===== src/rtl/sbc_pkg.sv =====
package sbc_pkg;

    typedef enum logic [2:0] {
        CK_DESEL    = 3'd0,
        CK_BEGIN_RD = 3'd1,
        CK_CONT_RD  = 3'd2,
        CK_SUSP_RD  = 3'd3,
        CK_BEGIN_WR = 3'd4,
        CK_CONT_WR  = 3'd5,
        CK_SLEEP    = 3'd6
    } cycle_kind_t;

    typedef enum logic [1:0] {
        AS_EXT = 2'd0,
        AS_CUR = 2'd1,
        AS_NXT = 2'd2
    } addr_sel_t;

    typedef enum logic [1:0] {
        ST_IDLE  = 2'd0,
        ST_READ  = 2'd1,
        ST_WRITE = 2'd2,
        ST_SLEEP = 2'd3
    } ctrl_state_t;

endpackage


===== src/rtl/sbc_decode.sv =====
module sbc_decode
    import sbc_pkg::*;
#(
    parameter int NB = 4
) (
    input  logic              sleep_req,
    input  logic              burst_live,
    input  logic              adsp_n,
    input  logic              adsc_n,
    input  logic              adv_n,
    input  logic              ce1_n,
    input  logic              ce2,
    input  logic              ce3_n,
    input  logic              gw_n,
    input  logic              bwe_n,
    input  logic [NB-1:0]     bw_n,
    output cycle_kind_t       kind,
    output addr_sel_t         sel,
    output logic [NB-1:0]     byte_we
);

    logic [NB-1:0] wr_mask;
    logic          wr_act;
    logic          selected;

    always_comb begin
        if (!gw_n)       wr_mask = '1;
        else if (!bwe_n) wr_mask = ~bw_n;
        else             wr_mask = '0;
        wr_act   = |wr_mask;
        selected = !ce1_n && ce2 && !ce3_n;

        kind = CK_DESEL;
        sel  = AS_CUR;
        if (sleep_req) begin
            kind = CK_SLEEP;
        end else if (!adsp_n && !ce1_n) begin
            if (selected) begin
                kind = CK_BEGIN_RD;
                sel  = AS_EXT;
            end
        end else if (!adsc_n) begin
            if (selected) begin
                kind = wr_act ? CK_BEGIN_WR : CK_BEGIN_RD;
                sel  = AS_EXT;
            end
        end else if (burst_live) begin
            if (wr_act) kind = adv_n ? CK_BEGIN_WR : CK_CONT_WR;
            else        kind = adv_n ? CK_SUSP_RD  : CK_CONT_RD;
            sel = adv_n ? AS_CUR : AS_NXT;
        end

        byte_we = (kind == CK_BEGIN_WR || kind == CK_CONT_WR) ? wr_mask : '0;
    end

endmodule


===== src/rtl/sbc_addr.sv =====
module sbc_addr
    import sbc_pkg::*;
#(
    parameter int AW = 4,
    parameter int BB = 2
) (
    input  logic          clk,
    input  logic          rst_n,
    input  addr_sel_t     sel,
    input  logic          load,
    input  logic [AW-1:0] ext_addr,
    output logic [AW-1:0] use_addr
);

    logic [AW-1:0] cur_q;
    logic [BB-1:0] step;
    logic [AW-1:0] nxt;

    always_comb begin
        step = cur_q[BB-1:0] + 1'b1;
        nxt  = {cur_q[AW-1:BB], step};
        unique case (sel)
            AS_EXT:  use_addr = ext_addr;
            AS_NXT:  use_addr = nxt;
            default: use_addr = cur_q;
        endcase
    end

    always_ff @(posedge clk or negedge rst_n) begin
        if (!rst_n)    cur_q <= '0;
        else if (load) cur_q <= use_addr;
    end

endmodule


===== src/rtl/sbc_array.sv =====
module sbc_array #(
    parameter int AW = 4,
    parameter int NB = 4
) (
    input  logic              clk,
    input  logic              rst_n,
    input  logic [AW-1:0]     addr,
    input  logic [NB-1:0]     we,
    input  logic              re,
    input  logic [NB*8-1:0]   wdata,
    output logic [NB*8-1:0]   rdata
);

    localparam int DEPTH = 1 << AW;

    logic [NB*8-1:0] mem [DEPTH];

    always_ff @(posedge clk) begin
        for (int b = 0; b < NB; b++) begin
            if (we[b]) mem[addr][b*8 +: 8] <= wdata[b*8 +: 8];
        end
    end

    always_ff @(posedge clk or negedge rst_n) begin
        if (!rst_n)  rdata <= '0;
        else if (re) rdata <= mem[addr];
    end

endmodule


===== src/rtl/sbc_ctrl.sv =====
module sbc_ctrl
    import sbc_pkg::*;
#(
    parameter int AW = 4,
    parameter int DW = 32,
    parameter int BB = 2
) (
    input  logic              clk,
    input  logic              rst_n,
    input  logic [AW-1:0]     addr,
    input  logic              ce1_n,
    input  logic              ce2,
    input  logic              ce3_n,
    input  logic              adsp_n,
    input  logic              adsc_n,
    input  logic              adv_n,
    input  logic              gw_n,
    input  logic              bwe_n,
    input  logic [DW/8-1:0]   bw_n,
    input  logic              oe_n,
    input  logic              zz,
    input  logic [DW-1:0]     wdata,
    output logic [DW-1:0]     rdata,
    output logic              dq_oe,
    output logic [2:0]        cycle_kind,
    output logic              sleep
);

    localparam int NB = DW / 8;

    ctrl_state_t   state_q, state_d;
    cycle_kind_t   kind, kind_q;
    addr_sel_t     sel;
    logic [NB-1:0] byte_we;
    logic [AW-1:0] use_addr;
    logic          zz_q1, sleep_req;
    logic          burst_live, load, rd_kind;

    always_ff @(posedge clk or negedge rst_n) begin
        if (!rst_n) begin
            zz_q1     <= 1'b0;
            sleep_req <= 1'b0;
        end else begin
            zz_q1     <= zz;
            sleep_req <= zz_q1;
        end
    end

    assign burst_live = (state_q == ST_READ) || (state_q == ST_WRITE);

    sbc_decode #(.NB(NB)) u_dec (
        .sleep_req (sleep_req),
        .burst_live(burst_live),
        .adsp_n    (adsp_n),
        .adsc_n    (adsc_n),
        .adv_n     (adv_n),
        .ce1_n     (ce1_n),
        .ce2       (ce2),
        .ce3_n     (ce3_n),
        .gw_n      (gw_n),
        .bwe_n     (bwe_n),
        .bw_n      (bw_n),
        .kind      (kind),
        .sel       (sel),
        .byte_we   (byte_we)
    );

    assign rd_kind = (kind == CK_BEGIN_RD) || (kind == CK_CONT_RD) || (kind == CK_SUSP_RD);
    assign load    = (kind != CK_DESEL) && (kind != CK_SLEEP);

    sbc_addr #(.AW(AW), .BB(BB)) u_addr (
        .clk     (clk),
        .rst_n   (rst_n),
        .sel     (sel),
        .load    (load),
        .ext_addr(addr),
        .use_addr(use_addr)
    );

    sbc_array #(.AW(AW), .NB(NB)) u_mem (
        .clk  (clk),
        .rst_n(rst_n),
        .addr (use_addr),
        .we   (byte_we),
        .re   (rd_kind),
        .wdata(wdata),
        .rdata(rdata)
    );

    // next-state decision from the classified clock
    always_comb begin
        unique case (kind)
            CK_SLEEP:                           state_d = ST_SLEEP;
            CK_BEGIN_RD, CK_CONT_RD, CK_SUSP_RD: state_d = ST_READ;
            CK_BEGIN_WR, CK_CONT_WR:            state_d = ST_WRITE;
            default:                            state_d = ST_IDLE;
        endcase
    end

    // state register
    always_ff @(posedge clk or negedge rst_n) begin
        if (!rst_n) begin
            state_q <= ST_IDLE;
            kind_q  <= CK_DESEL;
        end else begin
            state_q <= state_d;
            kind_q  <= kind;
        end
    end

    // outputs
    always_comb begin
        dq_oe      = (state_q == ST_READ) && !oe_n;
        sleep      = (state_q == ST_SLEEP);
        cycle_kind = kind_q;
    end

endmodule


===== config.mk =====
export PLATFORM = sky130hd
export DESIGN_NAME = sbc_ctrl
export DESIGN_NICKNAME = d
export VERILOG_FILES = /design/src/rtl/sbc_pkg.sv /design/src/rtl/sbc_decode.sv /design/src/rtl/sbc_addr.sv /design/src/rtl/sbc_array.sv /design/src/rtl/sbc_ctrl.sv
export SDC_FILE = /design/constraint.sdc
export NUM_CORES = 1
export LEC_CHECK = 0
export BUFFER_PORTS_ARGS = -buffer_cell sky130_fd_sc_hd__buf_2
export CORE_UTILIZATION = 30
export CTS_CLUSTER_DIAMETER = 200
export CTS_CLUSTER_SIZE = 28
export DETAILED_ROUTE_END_ITERATION = 10
export SLEW_MARGIN = 5
export SYNTH_ARGS = -nofsm -noshare
export SYNTH_HDL_FRONTEND = slang
export SYNTH_SLANG_ARGS = --single-unit

===== constraint.sdc =====
create_clock -name clk -period 3 [get_ports clk]
set_input_delay 0.45 -clock clk [delete_from_list [all_inputs] [get_ports clk]]
set_output_delay 0.45 -clock clk [all_outputs]
set_load 0.05 [all_outputs]

==> results.md, run 1 <==
- Outcome: finished clean
- Worst Path Required: between 3 and 4 ns
- Antenna viol nets, final: 0
- Final Max Slew Viols: 0
- Final setup viols: 0
- Largest net degree at the start of global routing: 85
- Worst EP arrival: roughly 3.4 ns
- Routed WL per cell: approximately 21 um
- Startpoint Class: register
- Area Growth Syn to Fin: 19.3%
- Initial DRC Count: 1209
- Number of synthesized flops with an enable pin: 512
- Final wirelength: 57.9 mm
- Initial antenna violation count: 2
- Mux share of post-synthesis cell area: 3.59%
- WP buf/inv: 3
- Crit path max-delay family: simple AND/OR/NAND/NOR gates
- H-tree Lvls: 1
- Skew final: 0.0178 ns
- Crit path kind: register to register
- Slowest CP cell: dfrtp_1
- Maximum Capacitance Violations: 0
- IO Port Bufs: 88
- Final setup margin: 0.0741 ns
- DRC Markers: 0
- Grt ovf: 0
- Period utilization: 97.5%
- Multi-input logic area: about 5200 um2
- Crit-path cells: ha_4, and2b_2, and3_4, a221oi_4, and2_4, clkinv_8, buf_16, mux2i_2, o22ai_2, nor4_4, buf_4, a21oi_2
- Routed length on met1: 25.0 mm
- Nets: 1795
- Type of the worst min-delay path: input pin to async pin
- Clock root buffer: clkbuf_16
- Max VDD drop: 0.574 mV
- Ys Warns: 0
- FP Rows: 98
- DR top layer: met5
- Primary FF master, synth: edfxtp_1
- DR vias: about 14000
- TritonCTS clock tree: done
- Register area share after synthesis: 75.6%
- Compound-cell area share of the yosys netlist: approximately 7.4%
- Antenna fix cells: 0
- P_sw: 6.58 mW
- Clock latency on the worst-skew pair: 0.58 ns
- Initial core utilization: 30.4%
- Asr flop ratio synth: 7.75%
- Gate power share: between 30% and 40%
- Vias in the first global route: 13100
- Post-Place Cell Area: ~25000 um2
- Fillers: 6824
- Clk buf depth: 3
- Max_slew headroom: 36.0%
- Fmax: 0.342 GHz
- Sequential Power Share: 47.6%
- Drt via density: 5.03
- Pleak: 8.75 nW
- Pre-Repair DR Iteration Count: 5
- Die area: 73600 um2
- Final Hold Viols: 0
- Mapped Area: 21800 um2
- Worst-path maximum fanout: 8
- Worst Tran Pin Value: around 0.96 ns
- CTS sink cnt: 555
- Minimum clock period: 2.93 ns
- Worst stage delay on the critical path: 0.43 ns
- CTS clk-pin slew, worst paths: around 0.11 ns
- CP Capture Type: register
- Die X: 271 um
- Detailed Place HPWL: 36.8 mm
- Largest family of logic cells by synthesized area: simple AND/OR/NAND/NOR gates
- Routed wl met2: 27.7 mm
- Cell variety after synth: slightly above 50
- Unrepaired setup endpoints after global routing: true
- Pre-CTS setup slack: -0.239 ns
- Syn Nets: 1599
- Clock power frac: 19.5%
- Cell Pwr Density: approximately 730 nW/um2
- Pwr Total: ~19 mW
- Met3 wire len: ~4.4 mm
- Switching Fraction: between 30% and 40%
- Yosys reg bits: 555
- Synth Area in Simple Gates: 10.8%
- Core area: 71600 um2
- Cell area after layout: 26000 um2
- Layout cells sized above 1: around a fifth
- Gate Count Post-Synth: 1545
- Mapped Avg Cell Area: about 14 um2
- Placer Congestion: 0.822
- First-pass GRT wire length: 83.8 mm
- Sequential cell area: 16500 um2
- Post-synthesis xor/xnor area fraction: less than 1%
- IO Count: just under 90
- Overall routing resource usage: 15.0%
- Die Y: 271 um
- P_int: 12.4 mW
- CTS Buf Count: 23
- Adder-Cell Fraction of Synth Area: 0.115%
per-stage QoR:
step,setup TNS (ns),instances,hold slack (ns),utilization [%]
final,0,2707,0.0193,36.3
after detailed placement,-19.22,2647,0.343,34.6
after global placement,-6.94,2647,0.347,34.6
after global routing,-0.119,2707,0.0313,36.3
after floorplan,-15.89,1545,0.154,-
after CTS,0,2691,0.0268,35.6
per-layer routing:
metal  vias to the layer above  track usage (%)
li1                       6171                -
met1                      6899             20.6
met2                       476             24.7
met3                        55             3.02
met4                         4             2.54
met5                         -                0
power groups by stage:
| stage | Clock [mW] | Sequential, mW | Combinational [mW] |
|---|---|---|---|
| final | 3.71 | 9.05 | 6.25 |
| after global routing | 4.04 | 9.09 | 6.70 |
| after CTS | 3.80 | 9.06 | 5.79 |
| after detailed placement | 0 | 9.23 | 5.76 |
| after global placement | 0 | 9.22 | 5.69 |
| after floorplan | 0 | 9.93 | 2.89 |
cells in the final DEF (no fill, tap or decap), drive strengths merged, types with 9 or more instances in the layout:
cell type,netlist,layout
clkbuf,44,44
nand4,12,12
nand2,341,341
buf,51,260
a31oi,33,33
nor2,80,80
mux2i,78,78
a211oi,9,9
o22ai,33,33
nor3,19,19
a32oi,31,31
nand3,61,61
a21oi,100,100
dfrtp,43,43
nor4,23,23
edfxtp,512,512
worst paths after layout:
check                           slack (ns)                  from  cells past startpoint                          end
worst max-delay path                  0.07  state_q[0]$_DFF_PN0_                     12   u_mem.rdata[8]$_DFFE_PN0P_
worst min-delay path                  0.02                 rst_n                      1  u_mem.rdata[19]$_DFFE_PN0P_
min in group clk                      0.26             wdata[24]                      1   u_mem.mem[3][24]$_DFFE_PP_
max in group asynchronous             2.23                 rst_n                      2  u_mem.rdata[18]$_DFFE_PN0P_
worst max register to register        0.07  state_q[0]$_DFF_PN0_                     12   u_mem.rdata[8]$_DFFE_PN0P_
worst min register to register        0.37       zz_q1$_DFF_PN0_                      0          sleep_req$_DFF_PN0_
synth_stat cells (2+ instances only):
cell type,number,area share (%)
a311oi_1,8,0.32
nand3_1,61,1.4
a32o_1,2,0.092
dfrtp_1,43,4.9
edfxtp_1,512,71
or3_1,2,0.058
nor3_1,17,0.39
o22ai_1,33,0.95
and3_1,5,0.14
buf_1,2,0.035
o221ai_1,8,0.32
mux2i_1,78,3.6
inv_1,6,0.10
nand4_1,12,0.35
buf_6,5,0.26
nor2b_1,2,0.058
o21ai_0,6,0.14
a21o_1,3,0.10
buf_4,14,0.48
and2_1,4,0.12
nor2_1,80,1.4
nor4_1,23,0.66
a211oi_1,9,0.31
ha_1,2,0.12
a21boi_0,8,0.28
nor3_2,2,0.092
buf_2,30,0.69
nand2_1,341,5.9
a21oi_1,100,2.3
a31oi_1,33,0.95
a32oi_1,31,1.2
clkbuf_1,44,0.76
flip-flops by register name, indices dropped and copies added (netlist names):
name          count
cycle_kind        3
sleep_req         1
state_q           2
u_addr.cur_q      4
u_mem.mem       512
u_mem.rdata      32
zz_q1             1
layout make-up:
type,count,area share [%]
clock inverters,1,0.0289
repair inverters,1,0.0337
flip-flops and latches,555,63.4
multi-input cells,888,19.9
inverters,7,0.149
well taps,950,4.58
repair buffers,265,9.51
clock buffers,40,2.46
repair_timing:
item / CTS / global route
pin swaps: 1 / 8
cloned: 0 / 5
buffers inserted: 2 / 12
resized for setup: 3 / 53
setup endpoints to repair: 35 / 245
hold endpoints to repair: 1 / 0
hold buffers: 1 / 0
cell families after synthesis:
family	Yosys count
AOI/OAI and AO/OA	250
xor gates and xnor gates	1
adders and majority gates	2
buffers and inverters	102
DFF	555
muxes	78
and+or+nand+nor	557
worst reg2reg max path, stage by stage (launching register included):
cell	delay (ns)
dfrtp_1	0.43
ha_4	0.27
and2b_2	0.24
and3_4	0.18
a221oi_4	0.23
and2_4	0.26
clkinv_8	0.13
buf_16	0.18
mux2i_2	0.20
o22ai_2	0.12
nor4_4	0.36
buf_4	0.17
a21oi_2	0.05
(Power assumes the default switching activity.)
==> run 2, diff against run 1 <==
--- a/config.mk
+++ b/config.mk
@@ -6,10 +6,12 @@
 export NUM_CORES = 1
 export LEC_CHECK = 0
 export BUFFER_PORTS_ARGS = -buffer_cell sky130_fd_sc_hd__buf_2
+export CORE_ASPECT_RATIO = 0.9
 export CORE_UTILIZATION = 30
 export CTS_CLUSTER_DIAMETER = 200
 export CTS_CLUSTER_SIZE = 28
 export DETAILED_ROUTE_END_ITERATION = 10
+export MAX_ROUTING_LAYER = met4
 export SLEW_MARGIN = 5
 export SYNTH_ARGS = -nofsm -noshare
 export SYNTH_HDL_FRONTEND = slang
==> results.md, run 2 (synthesis results as in run 1) <==
- Final Max Slew Viols: 0
- Fillers: between 6000 and 7000
- Max VDD drop: 0.429 mV
- Post-Place Cell Area: 24600 um2
- Most flops, register: u_mem.mem
- Fmax: 0.333 GHz
- Final setup margin: -0.00533 ns
- Minimum clock period: 3.01 ns
- Crit path kind: register to register
- Final wirelength: 57.7 mm
- Startpoint Class: register
- First-pass GRT wire length: 83.0 mm
- Routed WL per cell: 21.4 um
- Die X: ~290 um
- FP Rows: 93
- Clock root buffer: clkbuf_16
- Core area: 71700 um2
- CTS Buf Count: 23
- Max_slew headroom: 39.0%
- Clock latency on the worst-skew pair: ~0.6 ns
- Layout cells sized above 1: 20.0%
- DRC Markers: 0
- Multi-input logic area: 5120 um2
- Drt via density: 5.03
- Final Hold Viols: 0
- Cell Pwr Density: 731 nW/um2
- Pre-Repair DR Iteration Count: 5
- Worst Path Required: 3.45 ns
- Initial DRC Count: 1200
- CTS clk-pin slew, worst paths: 0.11 ns
- Type of the worst min-delay path: input pin to register
- CTS sink cnt: 555
- Most common cell after layout, fill and taps aside: edfxtp_1
- Setup TNS: -0.00929 ns
- Initial antenna violation count: 4
- Outcome: finished, violations left
- Initial core utilization: 30.4%
- Die area: between 70000 and 80000 um2
- Pwr Total: 18.9 mW
- CP Capture Type: register
- Unrepaired setup endpoints after global routing: true
- Failing checks: negative setup slack
- Maximum Capacitance Violations: 0
- DR vias: 13500
- Antenna viol nets, final: 0
- TritonCTS clock tree: done
- Worst-path maximum fanout: 7
- Worst Tran Pin Value: 0.914 ns
- Detailed Place HPWL: 37.4 mm
- Grt ovf: 0
- Cell area after layout: 25800 um2
- Skew final: 0.0379 ns
- Placer Congestion: between 0.8 and 0.9
- Highest-count cells in the layout ignoring fill and taps: edfxtp_1, nand2_1, buf_4
- Die Y: 257 um
- Largest net degree at the start of global routing: 73
- Flip-flop count of the largest register after layout: approximately 510
- Sequential cell area: about 16000 um2
- Nets: 1779
- Largest regs: u_mem.mem (512), u_mem.rdata (32), u_addr.cur_q (4)
- Overall routing resource usage: 15.3%
- IO Port Bufs: 88
- Area Growth Syn to Fin: 18.8%
- Final setup viols: 4
- Pleak: 8.66 nW
- Vias in the first global route: approximately 13000
- IO Count: 89
- Period utilization: 100%
- Worst EP arrival: 3.46 ns
- H-tree Lvls: 1
- Clk buf depth: 3
[run 2: cell types whose count changed in the layout (fill, tap and decap cells not counted), moves of 3 or more]
cell / delta
mux2i_1: +3
nor4_2: +6
buf_4: -18
o221ai_2: +3
o221ai_1: -3
a21oi_1: +3
nor4_4: -5
buf_12: -3
diode_2: +4
a21oi_2: -3
[run 2: layout make-up]
cell class	count	share of cell area, %
flip-flops and latches	555	63.6
clock inverters	2	0.0629
inverters	7	0.131
repair buffers	250	9.25
multi-input cells	888	19.8
well taps	950	4.60
diodes	4	0.0387
clock buffers	40	2.47
[run 2: power breakdown]
group          switching (mW)  internal [mW]  leakage (nW)
sequential              0.232           8.84          5.09
combinational            4.08           2.01          3.26
clock                    2.25           1.48         0.308
total                    6.56           12.3          8.66
[run 2: worst max-delay path, stage by stage (launching register included)]
cell	delay, ns
dfrtp_1	0.40
ha_1	0.27
and2b_2	0.26
and3_4	0.19
and2_2	0.24
a211oi_4	0.42
nand2b_4	0.28
buf_12	0.13
buf_8	0.11
o22ai_1	0.10
nor4_2	0.34
a21oi_1	0.12
[run 2: worst paths after layout]
kind / from / end / slack [ns] / depth (start not counted)
max: state_q[0]$_DFF_PN0_ / u_mem.rdata[0]$_DFFE_PN0P_ / -0.005 / 11
min: wdata[4] / u_mem.mem[1][4]$_DFFE_PP_ / 0.25 / 1
max reg2reg: state_q[0]$_DFF_PN0_ / u_mem.rdata[0]$_DFFE_PN0P_ / -0.005 / 11
min reg2reg: zz_q1$_DFF_PN0_ / sleep_req$_DFF_PN0_ / 0.37 / 0
max in group asynchronous: rst_n / u_mem.rdata[5]$_DFFE_PN0P_ / 1.72 / 3
min in group asynchronous: rst_n / u_mem.rdata[19]$_DFFE_PN0P_ / 0.52 / 2
[run 2: repair_timing]
| item | in CTS | in global routing |
|---|---|---|
| gates cloned | 0 | 6 |
| endpoints found under the setup margin | 112 | 384 |
| hold buffers | 2 | 0 |
| hold endpoints to repair | 23 | 0 |
| buffers inserted | 4 | 10 |
| gates resized for setup | 6 | 49 |
| pin swaps | 2 | 6 |
[run 2: layer usage]
layer	global-route usage [%]	up-vias	share of wire (%)
met3	2.33	62	7.7
met1	20.5	6837	43
met2	24.7	501	48
met4	3.31	0	1.8
met5	-	-	0
li1	-	6149	-
[run 2: stage by stage]
step	worst slack (ns)	cells	hold slack, ns	utilization, %
after floorplan	-0.149	1545	0.154	-
after global placement	-0.140	2628	0.350	34.3
after detailed placement	-0.240	2628	0.346	34.3
after CTS	-0.0387	2676	0.224	35.4
after global routing	-0.101	2696	0.238	36.1
final	-0.00533	2696	0.246	36.1
==> run 3, diff against run 2 <==
--- a/config.mk
+++ b/config.mk
@@ -11,6 +11,7 @@
 export CTS_CLUSTER_DIAMETER = 200
 export CTS_CLUSTER_SIZE = 28
 export DETAILED_ROUTE_END_ITERATION = 10
+export GPL_TIMING_DRIVEN = 0
 export MAX_ROUTING_LAYER = met4
 export SLEW_MARGIN = 5
 export SYNTH_ARGS = -nofsm -noshare
==> constraint.sdc (replaced) <==
create_clock -name clk -period 3.7 [get_ports clk]
set_input_delay 0.555 -clock clk [delete_from_list [all_inputs] [get_ports clk]]
set_output_delay 0.555 -clock clk [all_outputs]
set_load 0.05 [all_outputs]
==> results.md, run 3 (synthesis results as in run 1) <==
- Placer Congestion: 0.964
- TritonCTS clock tree: done
- DRC Markers: 0
- Largest net degree at the start of global routing: between 40 and 50
- Setup TNS: -0.424 ns
- Initial DRC Count: 2048
- Final wirelength: 67.0 mm
- Overall routing resource usage: 18.3%
- Pleak: approximately 8.2 nW
- Final setup margin: -0.0329 ns
- CP Capture Type: register
- Most flops, register: u_mem.mem
- Unrepaired setup endpoints after global routing: true
- Worst Path Required: 3.91 ns
- Clock root buffer: clkbuf_16
- Skew final: ~0.028 ns
- DR top layer: met4
- CTS clk-pin slew, worst paths: roughly 0.11 ns
- Max VDD drop: 0.377 mV
- Pre-Repair DR Iteration Count: 6
- Largest regs: u_mem.mem (512), u_mem.rdata (32), u_addr.cur_q (4)
- Failing checks: negative setup slack
- Final setup viols: 16
- CTS sink cnt: 555
- Initial antenna violation count: 9
- DR vias: roughly 14000
- Routed WL per cell: 25.1 um
- Highest-count cells in the layout ignoring fill and taps: edfxtp_1, nand2_1, buf_2
- Clock latency on the worst-skew pair: 0.60 ns
- Pwr Total: 15.6 mW
- Fmax: 0.268 GHz
- Die Y: ~260 um
- Worst Tran Pin Value: 1.25 ns
- Nets: roughly 1700
- Initial core utilization: 30.4%
- Detailed Place HPWL: 45.7 mm
- Flip-flop count of the largest register after layout: just over 500
- Area Growth Syn to Fin: 15.3%
- Layout cells sized above 1: 16.9%
- IO Count: 89
- Final Max Slew Viols: 0
- Slowest CP cell: nor3_2
- Routed length on met1: about 27 mm
- Die X: 286 um
- Worst-path maximum fanout: 10
- Startpoint Class: register
- Cell Pwr Density: roughly 620 nW/um2
- Crit-path cells: ha_1, and2b_1, and3_4, and2_1, a211oi_1, buf_2, nand2_1, buf_1, nor3_2
- FP Rows: 93
- First-pass GRT wire length: ~95 mm
- Minimum clock period: 3.73 ns
- Die area: 73600 um2
- Cell area after layout: ~25000 um2
- Max_slew headroom: 16.8%
- Routed wl met2: 30.8 mm
- Vias in the first global route: 13500
- Drt via density: between 5 and 6
- H-tree Lvls: 1
- Maximum Capacitance Violations: 0
- Final Hold Viols: 0
- IO Port Bufs: 88
- Post-Place Cell Area: 23400 um2
- Grt ovf: 0
- Type of the worst min-delay path: input pin to async pin
- WHS: 0.0523 ns
- Most common cell after layout, fill and taps aside: edfxtp_1
- Clk buf depth: 3
- Worst EP arrival: 3.95 ns
- Antenna viol nets, final: 0
- Period utilization: 101%
- Met3 wire len: between 7 and 8 mm
- CTS Buf Count: 23
- Worst stage delay on the critical path: 0.73 ns
- Crit path kind: register to register
- Core area: 71700 um2
- Outcome: finished, violations left
==> run 3: changes by cell type in the layout (fill, tap and decap cells not counted), sizes merged <==
cell         delta
clkbuf         +34
diode           +8
dlygate4sd3     -2
buf            -72
==> run 3: repair_timing <==
item / 4_1_cts / 5_1_grt
endpoints found under the setup margin: 495 / 491
hold buffers: 0 / 0
setup buffers: 20 / 7
resized for setup: 110 / 59
hold endpoints to repair: 0 / 0
pin swaps: 9 / 6
==> run 3: per-layer routing <==
layer  vias up  GRT usage, %
met5         -             -
met4         0          4.86
met3       114          3.71
met2       782          28.4
met1      7080          24.3
li1       6096             -
==> run 3: per-stage QoR <==
stage / worst slack, ns / instances / utilization, %
floorplan: 0.551 / 1545 / -
global placement: -0.892 / 2583 / 32.6
detailed placement: -0.955 / 2585 / 32.7
CTS: 0.0113 / 2647 / 34.6
global route: -0.152 / 2660 / 35.0
finish: -0.0329 / 2664 / 35.0
==> run 3: worst max-delay path, delay by kind of cell (launching register included) <==
kind,cells,cell delay (ns)
flip-flops,1,0.41
AO/OA/AOI/OAI,1,0.22
buffers and inverters,2,0.84
AND/OR/NAND/NOR,5,1.60
adder cells (fa/ha/maj),1,0.27
==> run 3: final cells by class <==
type,instances,area [um2]
fill,6941,46600
sequential,555,16500
multi-input combinational,888,5380
tap,950,1190
timing repair buffer,117,848
clock buffer,40,639
buffer,93,503
antenna,12,30.0
inverter,7,28.8
clock inverter,2,16.3
==> run 3: path summary, 6_finish.rpt <==
check	slack, ns	end	startpoint	cells after the start
max	-0.03	u_mem.mem[7][3]$_DFFE_PP_	state_q[0]$_DFF_PN0_	9
max reg2reg	-0.03	u_mem.mem[7][3]$_DFFE_PP_	state_q[0]$_DFF_PN0_	9
min	0.05	u_mem.rdata[22]$_DFFE_PN0P_	rst_n	1
max in group asynchronous	3.08	u_mem.rdata[3]$_DFFE_PN0P_	rst_n	1
min reg2reg	0.38	sleep_req$_DFF_PN0_	zz_q1$_DFF_PN0_	0
min in group clk	0.07	zz_q1$_DFF_PN0_	zz	1
==> run 3: where the power goes <==
| part | internal [mW] | leakage, nW | switching (mW) |
|---|---|---|---|
| Combinational | 1.29 | 2.76 | 3.88 |
| Clock | 1.20 | 0.308 | 1.87 |
| Sequential | 7.17 | 5.09 | 0.186 |
